`config.mk`:
```
export PLATFORM = sky130hd
export DESIGN_NAME = page_xlat_cache
export DESIGN_NICKNAME = d
export VERILOG_FILES = /design/src/rtl/xlat_pkg.sv /design/src/rtl/xlat_ctrl.sv /design/src/rtl/xlat_datapath.sv /design/src/rtl/page_xlat_cache.sv
export SDC_FILE = /design/constraint.sdc
export NUM_CORES = 2
export LEC_CHECK = 0
export BUFFER_PORTS_ARGS = -buffer_cell sky130_fd_sc_hd__buf_2
export CAP_MARGIN = 40
export CORE_MARGIN = 2
export CORE_UTILIZATION = 35
export DETAILED_ROUTE_END_ITERATION = 12
export SLEW_MARGIN = 20
export SYNTH_ARGS = -nofsm -noshare
export SYNTH_HDL_FRONTEND = slang
export SYNTH_SLANG_ARGS = --single-unit
```
`constraint.sdc`:
```
create_clock -name clk -period 14.2 [get_ports clk]
set_input_delay 2.84 -clock clk [delete_from_list [all_inputs] [get_ports clk]]
set_output_delay 2.84 -clock clk [all_outputs]
set_load 0.01 [all_outputs]
```
`src/rtl/xlat_pkg.sv`:
```
package xlat_pkg;
  localparam int MAX_IDX_W = 7;

  typedef struct packed {
    logic userOk;
    logic dirty;
    logic writeOk;
    logic readOk;
  } xlatPerm_t;

  typedef struct packed {
    logic                 writeEn;
    logic                 flushAll;
    logic [MAX_IDX_W-1:0] writeIdx;
  } xlatStrobe_t;
endpackage

```
`src/rtl/xlat_ctrl.sv`:
```
module xlat_ctrl
  import xlat_pkg::*;
#(
  parameter int ENTRIES       = 32,
  parameter bit RANDOM_VICTIM = 1'b0,
  localparam int IDX_W        = $clog2(ENTRIES)
) (
  input  logic               clk,
  input  logic               rstN,
  input  logic               fillValid,
  input  logic               flush,
  input  logic [ENTRIES-1:0] validVec,
  input  logic [ENTRIES-1:0] fillMatchVec,
  output xlatStrobe_t        strobe
);
  logic             haveMatch, haveFree, evict;
  logic [IDX_W-1:0] matchIdx, freeIdx, victimIdx, chosenIdx;

  always_comb begin
    haveMatch = 1'b0;
    haveFree  = 1'b0;
    matchIdx  = '0;
    freeIdx   = '0;
    for (int i = ENTRIES - 1; i >= 0; i--) begin
      if (fillMatchVec[i]) begin
        haveMatch = 1'b1;
        matchIdx  = IDX_W'(i);
      end
      if (!validVec[i]) begin
        haveFree = 1'b1;
        freeIdx  = IDX_W'(i);
      end
    end
    chosenIdx = haveMatch ? matchIdx : (haveFree ? freeIdx : victimIdx);
    evict     = fillValid && !flush && !haveMatch && !haveFree;
  end

  generate
    if (RANDOM_VICTIM) begin : g_lfsr
      logic [15:0] lfsr;
      always_ff @(posedge clk) begin
        if (!rstN) lfsr <= 16'h0001;
        else       lfsr <= {lfsr[14:0], lfsr[15] ^ lfsr[13] ^ lfsr[12] ^ lfsr[10]};
      end
      assign victimIdx = IDX_W'(lfsr % 16'(ENTRIES));
    end else begin : g_fifo
      logic [IDX_W-1:0] fifoPtr;
      always_ff @(posedge clk) begin
        if (!rstN)     fifoPtr <= '0;
        else if (evict) fifoPtr <= (fifoPtr == IDX_W'(ENTRIES - 1)) ? '0 : fifoPtr + 1'b1;
      end
      assign victimIdx = fifoPtr;
    end
  endgenerate

  always_comb begin
    strobe          = '0;
    strobe.writeEn  = fillValid && !flush;
    strobe.flushAll = flush;
    strobe.writeIdx = MAX_IDX_W'(chosenIdx);
  end
endmodule

```
`src/rtl/xlat_datapath.sv`:
```
module xlat_datapath
  import xlat_pkg::*;
#(
  parameter int ENTRIES  = 32,
  parameter int VA_W     = 32,
  parameter int OFFSET_W = 12,
  parameter int PPN_W    = 20,
  localparam int VPN_W   = VA_W - OFFSET_W,
  localparam int PA_W    = PPN_W + OFFSET_W
) (
  input  logic               clk,
  input  logic               rstN,
  input  xlatStrobe_t        strobe,
  input  logic               lookupValid,
  input  logic [VA_W-1:0]    vaddr,
  input  logic               isWrite,
  input  logic               isUser,
  input  logic [VPN_W-1:0]   fillVpn,
  input  logic [PPN_W-1:0]   fillPpn,
  input  xlatPerm_t          fillPerm,
  output logic [ENTRIES-1:0] validVec,
  output logic [ENTRIES-1:0] fillMatchVec,
  output logic               hit,
  output logic               miss,
  output logic               protFault,
  output logic [PA_W-1:0]    paddr
);
  logic [VPN_W-1:0] entVpn  [ENTRIES];
  logic [PPN_W-1:0] entPpn  [ENTRIES];
  xlatPerm_t        entPerm [ENTRIES];

  always_ff @(posedge clk) begin
    if (!rstN) begin
      validVec <= '0;
    end else if (strobe.flushAll) begin
      validVec <= '0;
    end else if (strobe.writeEn) begin
      for (int i = 0; i < ENTRIES; i++) begin
        if (strobe.writeIdx == MAX_IDX_W'(i)) validVec[i] <= 1'b1;
      end
    end
  end

  always_ff @(posedge clk) begin
    if (strobe.writeEn && !strobe.flushAll) begin
      for (int i = 0; i < ENTRIES; i++) begin
        if (strobe.writeIdx == MAX_IDX_W'(i)) begin
          entVpn[i]  <= fillVpn;
          entPpn[i]  <= fillPpn;
          entPerm[i] <= fillPerm;
        end
      end
    end
  end

  logic [VPN_W-1:0] reqVpn;
  logic             found, denied;
  logic [PPN_W-1:0] selPpn;
  xlatPerm_t        selPerm;

  assign reqVpn = vaddr[VA_W-1:OFFSET_W];

  always_comb begin
    found   = 1'b0;
    selPpn  = '0;
    selPerm = '0;
    for (int i = 0; i < ENTRIES; i++) begin
      fillMatchVec[i] = validVec[i] && (entVpn[i] == fillVpn);
      if (validVec[i] && (entVpn[i] == reqVpn)) begin
        found   = 1'b1;
        selPpn  = entPpn[i];
        selPerm = entPerm[i];
      end
    end
    denied = (isUser && !selPerm.userOk)
           || (!isWrite && !selPerm.readOk)
           || (isWrite && (!selPerm.writeOk || !selPerm.dirty));
    hit       = lookupValid && found && !denied;
    protFault = lookupValid && found && denied;
    miss      = lookupValid && !found;
    paddr     = hit ? {selPpn, vaddr[OFFSET_W-1:0]} : '0;
  end
endmodule

```
`src/rtl/page_xlat_cache.sv`:
```
module page_xlat_cache
  import xlat_pkg::*;
#(
  parameter int ENTRIES       = 32,
  parameter int VA_W          = 32,
  parameter int OFFSET_W      = 12,
  parameter int PPN_W         = 20,
  parameter bit RANDOM_VICTIM = 1'b0,
  localparam int VPN_W        = VA_W - OFFSET_W,
  localparam int PA_W         = PPN_W + OFFSET_W
) (
  input  logic             clk,
  input  logic             rstN,
  input  logic             lookupValid,
  input  logic [VA_W-1:0]  vaddr,
  input  logic             isWrite,
  input  logic             isUser,
  input  logic             flush,
  input  logic             fillValid,
  input  logic [VPN_W-1:0] fillVpn,
  input  logic [PPN_W-1:0] fillPpn,
  input  logic [3:0]       fillPerm,
  output logic             hit,
  output logic             miss,
  output logic             protFault,
  output logic [PA_W-1:0]  paddr
);
  xlatStrobe_t        strobe;
  logic [ENTRIES-1:0] validVec, fillMatchVec;

  xlat_ctrl #(.ENTRIES(ENTRIES), .RANDOM_VICTIM(RANDOM_VICTIM)) u_ctrl (
    .clk(clk), .rstN(rstN), .fillValid(fillValid), .flush(flush),
    .validVec(validVec), .fillMatchVec(fillMatchVec), .strobe(strobe)
  );

  xlat_datapath #(.ENTRIES(ENTRIES), .VA_W(VA_W), .OFFSET_W(OFFSET_W), .PPN_W(PPN_W)) u_dp (
    .clk(clk), .rstN(rstN), .strobe(strobe), .lookupValid(lookupValid),
    .vaddr(vaddr), .isWrite(isWrite), .isUser(isUser), .fillVpn(fillVpn),
    .fillPpn(fillPpn), .fillPerm(xlatPerm_t'(fillPerm)), .validVec(validVec),
    .fillMatchVec(fillMatchVec), .hit(hit), .miss(miss), .protFault(protFault),
    .paddr(paddr)
  );
endmodule

```
## Yosys cells after proc, flatten, opt, wreduce, memory -nomap -nowiden

Memory sizes are Yosys's and may differ from the RTL's.
Cells that the tools add are included.

- Add/subtract/negate cells: 1
- Mux-type cells: 603
- Reduce and logical (&&, ||, !) cells: 215
- Equality and inequality tests: 96
- Bitwise logic cells: 1

Operator list:

| cell | number |
|---|---|
| 2-to-1 mux 20 bit | 94 |
| equality test 20 bit | 64 |
| OR reduction 20 bit | 62 |
| 2-to-1 mux 5 bit | 160 |
| 2-to-1 mux 1 bit | 285 |
| 2-to-1 mux 4 bit | 63 |
| OR reduction 4 bit | 31 |
| equality test 5 bit, second input constant | 17 |
| logical AND 1 bit | 75 |
| AND reduction 2 bit | 32 |
| equality test 5 x 4 -> 1 bit, second input constant | 8 |
| 2-to-1 mux 32 bit | 1 |
| equality test 5 x 3 -> 1 bit, second input constant | 4 |
| equality test 5 x 2 -> 1 bit, second input constant | 2 |
| zero test 1 bit | 10 |
| zero test 7 bit | 1 |
| adder 5 x 1 -> 5 bit, second input constant | 1 |
| equality test 5 x 1 -> 1 bit, second input constant | 1 |
| logical OR 1 bit | 3 |
| OR reduction 2 bit | 1 |
| inverter 1 bit | 1 |

- Memories: 3
- Bits in registers: 37
- Input port bits: 83
- RAM bits: 1408
- Output and inout bits: 35

Memories:

| memory | depth | bits a word | rd ports | clocked after memory_dff | wr ports | RTL line | source |
|---|---|---|---|---|---|---|---|
| u_dp.entPpn | 32 | 20 | 32 | 0 | 1 | xlat_datapath.sv:29 | `logic [PPN_W-1:0] entPpn [ENTRIES];` |
| u_dp.entVpn | 32 | 20 | 32 | 0 | 1 | xlat_datapath.sv:28 | `logic [VPN_W-1:0] entVpn [ENTRIES];` |
| u_dp.entPerm | 32 | 4 | 32 | 0 | 1 | xlat_datapath.sv:30 | `xlatPerm_t entPerm [ENTRIES];` |

## Longest topological paths before layout

An unclocked memory read counts as a cell.

- Depth after elaboration: 72
- Gate-level depth with buffers: 17
- Depth with buffers taken out: 11

## Cells and area by module

Synthesis repeated with hierarchy kept, for this count alone.

- Cells, all modules: 5231
- Area, all modules: 68583.3 µm²

By module, submodules not included:

| module | area each (µm²) | instances | cells an instance |
|---|---|---|---|
| xlat_datapath | 67375.9 | 1 | 5057 |
| xlat_ctrl | 1207.4 | 1 | 174 |

## Worst setup path after synthesis

OpenSTA, ideal clock, no wires.

- Path kind: input -> register
- From: input fillVpn[19]
- To: memory u_dp.entPerm[0][40] (netlist bit), enable pin
- Library setup time: 0.555 ns
- Path buffers: 4
- Cell stages on the path: 15
- Arrival time: 9.983 ns
- Setup slack: 3.662 ns
- Path through: clkbuf_1 > buf_2 > buf_2 > xor2_1 > or2_2 > nor3b_1 > nand4_1 > a21boi_0 > o221ai_1 > o311ai_0 > and4_1 > nor2_1 > clkbuf_1 > clkinv_1 > nor4_1

- Longest elaborated chain between the ends: 71

Ends and longest elaborated chain:

| item | RTL line | source |
|---|---|---|
| from (decl) | page_xlat_cache.sv:20 | `input logic [VPN_W-1:0] fillVpn,` |
| equality test 20 bit | xlat_datapath.sv:68 | `fillMatchVec[i] = validVec[i] && (entVpn[i] == fillVpn);` |
| logical AND 1 bit | xlat_datapath.sv:68 |  |
| 2-to-1 mux 5 bit / 2-to-1 mux 1 bit (equally long branches) (32 in a row) | xlat_ctrl.sv:25 | `if (fillMatchVec[i]) begin` |
| 2-to-1 mux 5 bit * | xlat_ctrl.sv:34 | `chosenIdx = haveMatch ? matchIdx : (haveFree ? freeIdx : victimIdx);` |
| equality test 5 x 1 -> 1 bit | xlat_datapath.sv:47 | `if (strobe.writeIdx == MAX_IDX_W'(i)) begin` |
| 2-to-1 mux 1 bit | xlat_datapath.sv:47 |  |
| 2-to-1 mux 1 bit | xlat_datapath.sv:45 | `if (strobe.writeEn && !strobe.flushAll) begin` |
| 2-to-1 mux 1 bit (implied by the code) | xlat_datapath.sv:50 | `entPerm[i] <= fillPerm;` |
| OR reduction 4 bit (no line) | -- |  |
| 2-to-1 mux 5 bit (no line) / 2-to-1 mux 1 bit (equally long branches) (31 in a row) | -- |  |
| to (decl) | xlat_datapath.sv:30 |  |

Every way passes the cells marked *; elsewhere a longest branch is shown, timed or not.

## Final worst setup path

- From: input vaddr[15]
- To: output paddr[18]

- Longest elaborated chain between the ends: 41

Ends and longest elaborated chain:

| item | RTL line | source |
|---|---|---|
| from (decl) | page_xlat_cache.sv:15 | `input logic [VA_W-1:0] vaddr,` |
| equality test 20 bit | xlat_datapath.sv:69 | `if (validVec[i] && (entVpn[i] == reqVpn)) begin` |
| logical AND 1 bit | xlat_datapath.sv:69 |  |
| 2-to-1 mux 4 bit (32 in a row) | xlat_datapath.sv:69 |  |
| zero test 1 bit, on equally long branches | xlat_datapath.sv:75, xlat_datapath.sv:76, xlat_datapath.sv:77 |  |
| logical AND 1 bit (tied with other cells) | xlat_datapath.sv:75 | `denied = (isUser && !selPerm.userOk)` |
| logical OR 1 bit / logical AND 1 bit (equally long branches) | xlat_datapath.sv:76, xlat_datapath.sv:77 |  |
| logical OR 1 bit | xlat_datapath.sv:77 | `\|\| (isWrite && (!selPerm.writeOk \|\| !selPerm.dirty));` |
| zero test 1 bit | xlat_datapath.sv:78 | `hit = lookupValid && found && !denied;` |
| logical AND 1 bit | xlat_datapath.sv:78 |  |
| 2-to-1 mux 32 bit * | xlat_datapath.sv:81 | `paddr = hit ? {selPpn, vaddr[OFFSET_W-1:0]} : '0;` |
| to (decl) | page_xlat_cache.sv:26 | `output logic [PA_W-1:0] paddr` |

Marks and branches as above.

==> results.md <==
- #FFs+latches synth: 1445
- Ys flop type: edfxtp_1
- HPWL Detailed: 168300 um
- CTS max path bufs: 3
- Final core utilization: 39.63%
- Syn Nets: 5741
- Sequential cell area: between 40000 and 50000 sq um
- DR pass1 iterations: 12
- GR Overflow Total: 0
- Worst Hold Class: register to register
- CTS clock-pin slew for the worst setup and hold paths: 0.06 ns
- CP endpoint kind: output port
- Layout cells sized above 1: 11.17%
- Post CTS Setup Buffer Count: 0
- Crit path max fanout: 33
- Logic pwr share: 6.1%
- R2R cell count: 12
- Vias: 51600
- Area of the multi-input gates: roughly 27000 sq um
- Leak pwr: 24.93 nW
- Mapped Avg Cell Area: 12.71 sq um
- Reg2Reg Setup Slack: 7.92 ns
- Initial Util: 35.18%
- Relative max-transition margin: 36.40%
- Nets: between 5000 and 6000
- Final ANT Viol Nets: 0
- Worst Setup EP: paddr[18]
- Net Switching: approximately 2.2 mW
- Unrepaired setup endpoints after global routing: no
- Outcome: finished clean
- Die height: 457.2 um
- Placer congestion estimate: 0.9699
- Count of cell types in the netlist: 94
- Vias in the first global route: 50120
- FMAX: 89.56 MHz
- RR Startpoint: u_dp.entVpn[1][240]$_DFFE_PP_
- Maxcap violations: 0
- Final Cycle Share: 78.63%
- Clk sinks: between 1000 and 1500
- Critical R2R Capture: u_dp.entPpn[1][276]$_DFFE_PP_
- Critical Path AT: 8.33 ns
- # IOs: roughly 120
- Pint: 7.105 mW
- Number of remaining DRC errors: 0
- H-tree depth: 4
- Post-Route WL: 256600 um
- Clk pwr share: between 40% and 50%
- Filler instances: 19240
- Pwr dens: 114.5 nW/um^2
- Total GRT Usage: 23.77%
- Setup_tns: 0 ns
- CTS tree: built
- Tmin final: 11.17 ns
- Switch share: between 20% and 30%
- 1st-iter DRT viols: 6696
- Area delta synth->final: 12.65%
- Slew Limit Fails: 0
- First-pass GRT wire length: 362200 um
- Register area share after synthesis: 59.83%
- Crit path kind: primary input to output port
- Startpoint Class: primary input
- WL/cell: ~30 um
- Yosys warning total: 0
- Pin count of the biggest net entering global routing: 62
- Actual transition at the worst max-transition pin: ~0.95 ns
- Die footprint: 209100 sq um
- Cells after Synth: 5656
- Final Skew: 0.04323 ns
- Worst-Skew Late Latency: 0.82 ns
- Clk root buf: clkbuf_16
- Max VDD drop: 129.0 uV
- # hold bufs at CTS: 0
- Post-synthesis instance area: 71900 sq um
- # setup viols final: 0
- Rows: 166
- Final hold violations: 0
- Core Box Area: 204400 sq um
- Drt via density: ~6
- Initial antenna violation count: 12
- Post-synth EDFFs: 1408
- DIE WIDTH: 457.2 um
- IO Port Bufs: 117
- Design Power: 9.273 mW
- Flop pwr share: 50.5%
- Post-CTS sizing: 0
- Num CTS Buffers: 152
- CP startpoint: vaddr[15]
- Worst EP required: 11.36 ns
- Async S/R FF share, synth: 0%
state kept, by name, indices dropped and copies added (netlist names):
signal	flops
u_dp.entVpn	640
u_dp.entPerm	128
u_ctrl.g_fifo.fifoPtr	5
u_dp.validVec	32
u_dp.entPpn	640
synth_stat cells, drive strengths merged, types with 35 or more instances:
master,count,area (sq um)
o211ai,35,262.8
nor2,218,818.3
dfxtp,37,740.7
xor2,433,3792
a21oi,139,695.7
nand2,245,919.6
o21ai,189,945.9
nand4,351,2196
o221ai,42,367.9
a221oi,41,359.1
nor3b,56,420.4
nand3,183,915.9
a31oi,35,219.0
o2111ai,48,420.4
or2,38,237.7
edfxtp,1408,42280
inv,61,229.0
nor3,89,456.7
buf,160,1087
nor4,196,1315
or4,41,315.3
and3,73,457.9
clkbuf,163,611.8
xnor2,843,7383
worst max-delay path, cell delays in order:
cell and delay, ns:
buf_2 0.59, buf_4 0.63, xnor2_1 0.25, nand4_1 0.14, or4_1 0.70, nor2_2 0.17
buf_4 0.38, nor2_1 0.21, nand2_1 0.11, buf_4 0.37, nor4_1 0.11, clkdlybuf4s15_2 0.27
nand4_1 0.23, nand2_1 0.25, nor3_4 0.26, buf_4 0.36, and3_1 0.23, buf_2 0.14
metrics by stage:
step                instance area, sq um  hold slack (ns)  setup WS, ns  cells
finish                             81000           0.5381         3.035   8597
global route                       80990           0.5821         2.767   8595
CTS                                80850           0.5411         3.016   8586
detailed placement                 75930           0.5313         3.057   8308
global placement                   75590           0.5106         2.581   8282
floorplan                          71900           0.4756         3.662   5656
area by class of cell:
class	count	share of cell area (%)
clock buffer	188	4.954
inverter	62	0.2873
clock inverter	90	1.125
timing repair buffer	296	2.725
sequential	1445	53.12
antenna	2	0.006179
multi-input combinational	3826	33.64
tap	2688	4.152
logic make-up (layout without fill, tap and decap cells):
family / count (synthesis) / after routing / share of synthesized area [%]
AND/OR/NAND/NOR: 1764 / 1764 / 14.22
flip-flops: 1445 / 1445 / 59.83
buffers and inverters: 385 / 636 / 2.687
adder cells (fa/ha/maj): 2 / 2 / 0.03480
AO/OA/AOI/OAI: 757 / 757 / 7.307
multiplexers: 27 / 27 / 0.3794
XOR/XNOR: 1276 / 1276 / 15.54
other: 0 / 2 / 0
worst min-delay path by stage:
| stage | cells after the start | to | startpoint | slack [ns] |
|---|---|---|---|---|
| 5_1_grt | 2 | u_ctrl.g_fifo.fifoPtr[4]$_SDFFE_PN0P_ | u_ctrl.g_fifo.fifoPtr[4]$_SDFFE_PN0P_ | 0.58 |
| 2_1_floorplan | 2 | u_dp.validVec[26]$_SDFFE_PP0P_ | u_dp.validVec[26]$_SDFFE_PP0P_ | 0.48 |
| 6_report | 2 | u_ctrl.g_fifo.fifoPtr[2]$_SDFFE_PN0P_ | u_ctrl.g_fifo.fifoPtr[2]$_SDFFE_PN0P_ | 0.54 |
| 4_1_cts | 2 | u_ctrl.g_fifo.fifoPtr[2]$_SDFFE_PN0P_ | u_ctrl.g_fifo.fifoPtr[2]$_SDFFE_PN0P_ | 0.54 |
| 3_5_place_dp | 2 | u_ctrl.g_fifo.fifoPtr[2]$_SDFFE_PN0P_ | u_ctrl.g_fifo.fifoPtr[2]$_SDFFE_PN0P_ | 0.53 |
| 3_3_place_gp | 2 | u_ctrl.g_fifo.fifoPtr[2]$_SDFFE_PN0P_ | u_ctrl.g_fifo.fifoPtr[2]$_SDFFE_PN0P_ | 0.51 |
cells in the final DEF, fill, tap and decap left out, types with 23 or more instances in the layout:
| master | synthesis | routed |
|---|---|---|
| buf_2 | 86 | 94 |
| and4_1 | 33 | 32 |
| clkbuf_16 | 0 | 155 |
| a211oi_1 | 29 | 29 |
| o211ai_1 | 35 | 35 |
| nor3_1 | 88 | 68 |
| mux2i_1 | 25 | 25 |
| clkinv_2 | 0 | 26 |
| o221ai_1 | 42 | 42 |
| inv_1 | 61 | 61 |
| nand4_1 | 351 | 351 |
| nor4b_1 | 28 | 28 |
| buf_4 | 19 | 173 |
| and3_1 | 72 | 69 |
| nor3b_1 | 56 | 53 |
| clkinv_1 | 1 | 28 |
| a31oi_1 | 35 | 34 |
| xor2_1 | 433 | 433 |
| nand2_1 | 245 | 245 |
| o2111ai_1 | 48 | 48 |
| a21o_1 | 23 | 23 |
| or2_2 | 35 | 35 |
| nand3b_1 | 27 | 27 |
| edfxtp_1 | 1408 | 1408 |
| a21oi_1 | 139 | 139 |
| nor2_1 | 218 | 203 |
| o21ai_0 | 185 | 185 |
| or4_1 | 39 | 38 |
| nand2b_1 | 26 | 26 |
| nor4_1 | 186 | 182 |
| nand3_1 | 183 | 182 |
| clkbuf_1 | 163 | 32 |
| nand4b_1 | 28 | 28 |
| dfxtp_1 | 37 | 37 |
| xnor2_1 | 843 | 843 |
| and2_1 | 32 | 32 |
| or3_1 | 31 | 31 |
| a221oi_1 | 41 | 41 |
routing by layer:
layer,wire [um],track usage (%),up-vias,part of all wire (%)
met5,27,0,-,0.011
li1,-,-,21880,-
met1,105400,32.43,26010,41
met2,115400,37.24,3056,45
met3,23360,3.933,649,9.1
met4,12340,10.35,4,4.8
power by group through the flow:
stage	clock, mW	sequential, mW	combinational, mW
2_1_floorplan	0	4.78	0.313
3_3_place_gp	0	4.78	0.541
3_5_place_dp	0	4.78	0.546
4_1_cts	4.07	4.69	0.548
5_1_grt	4.23	4.69	0.585
6_report	4.02	4.69	0.562
(Power assumes the default switching activity.)
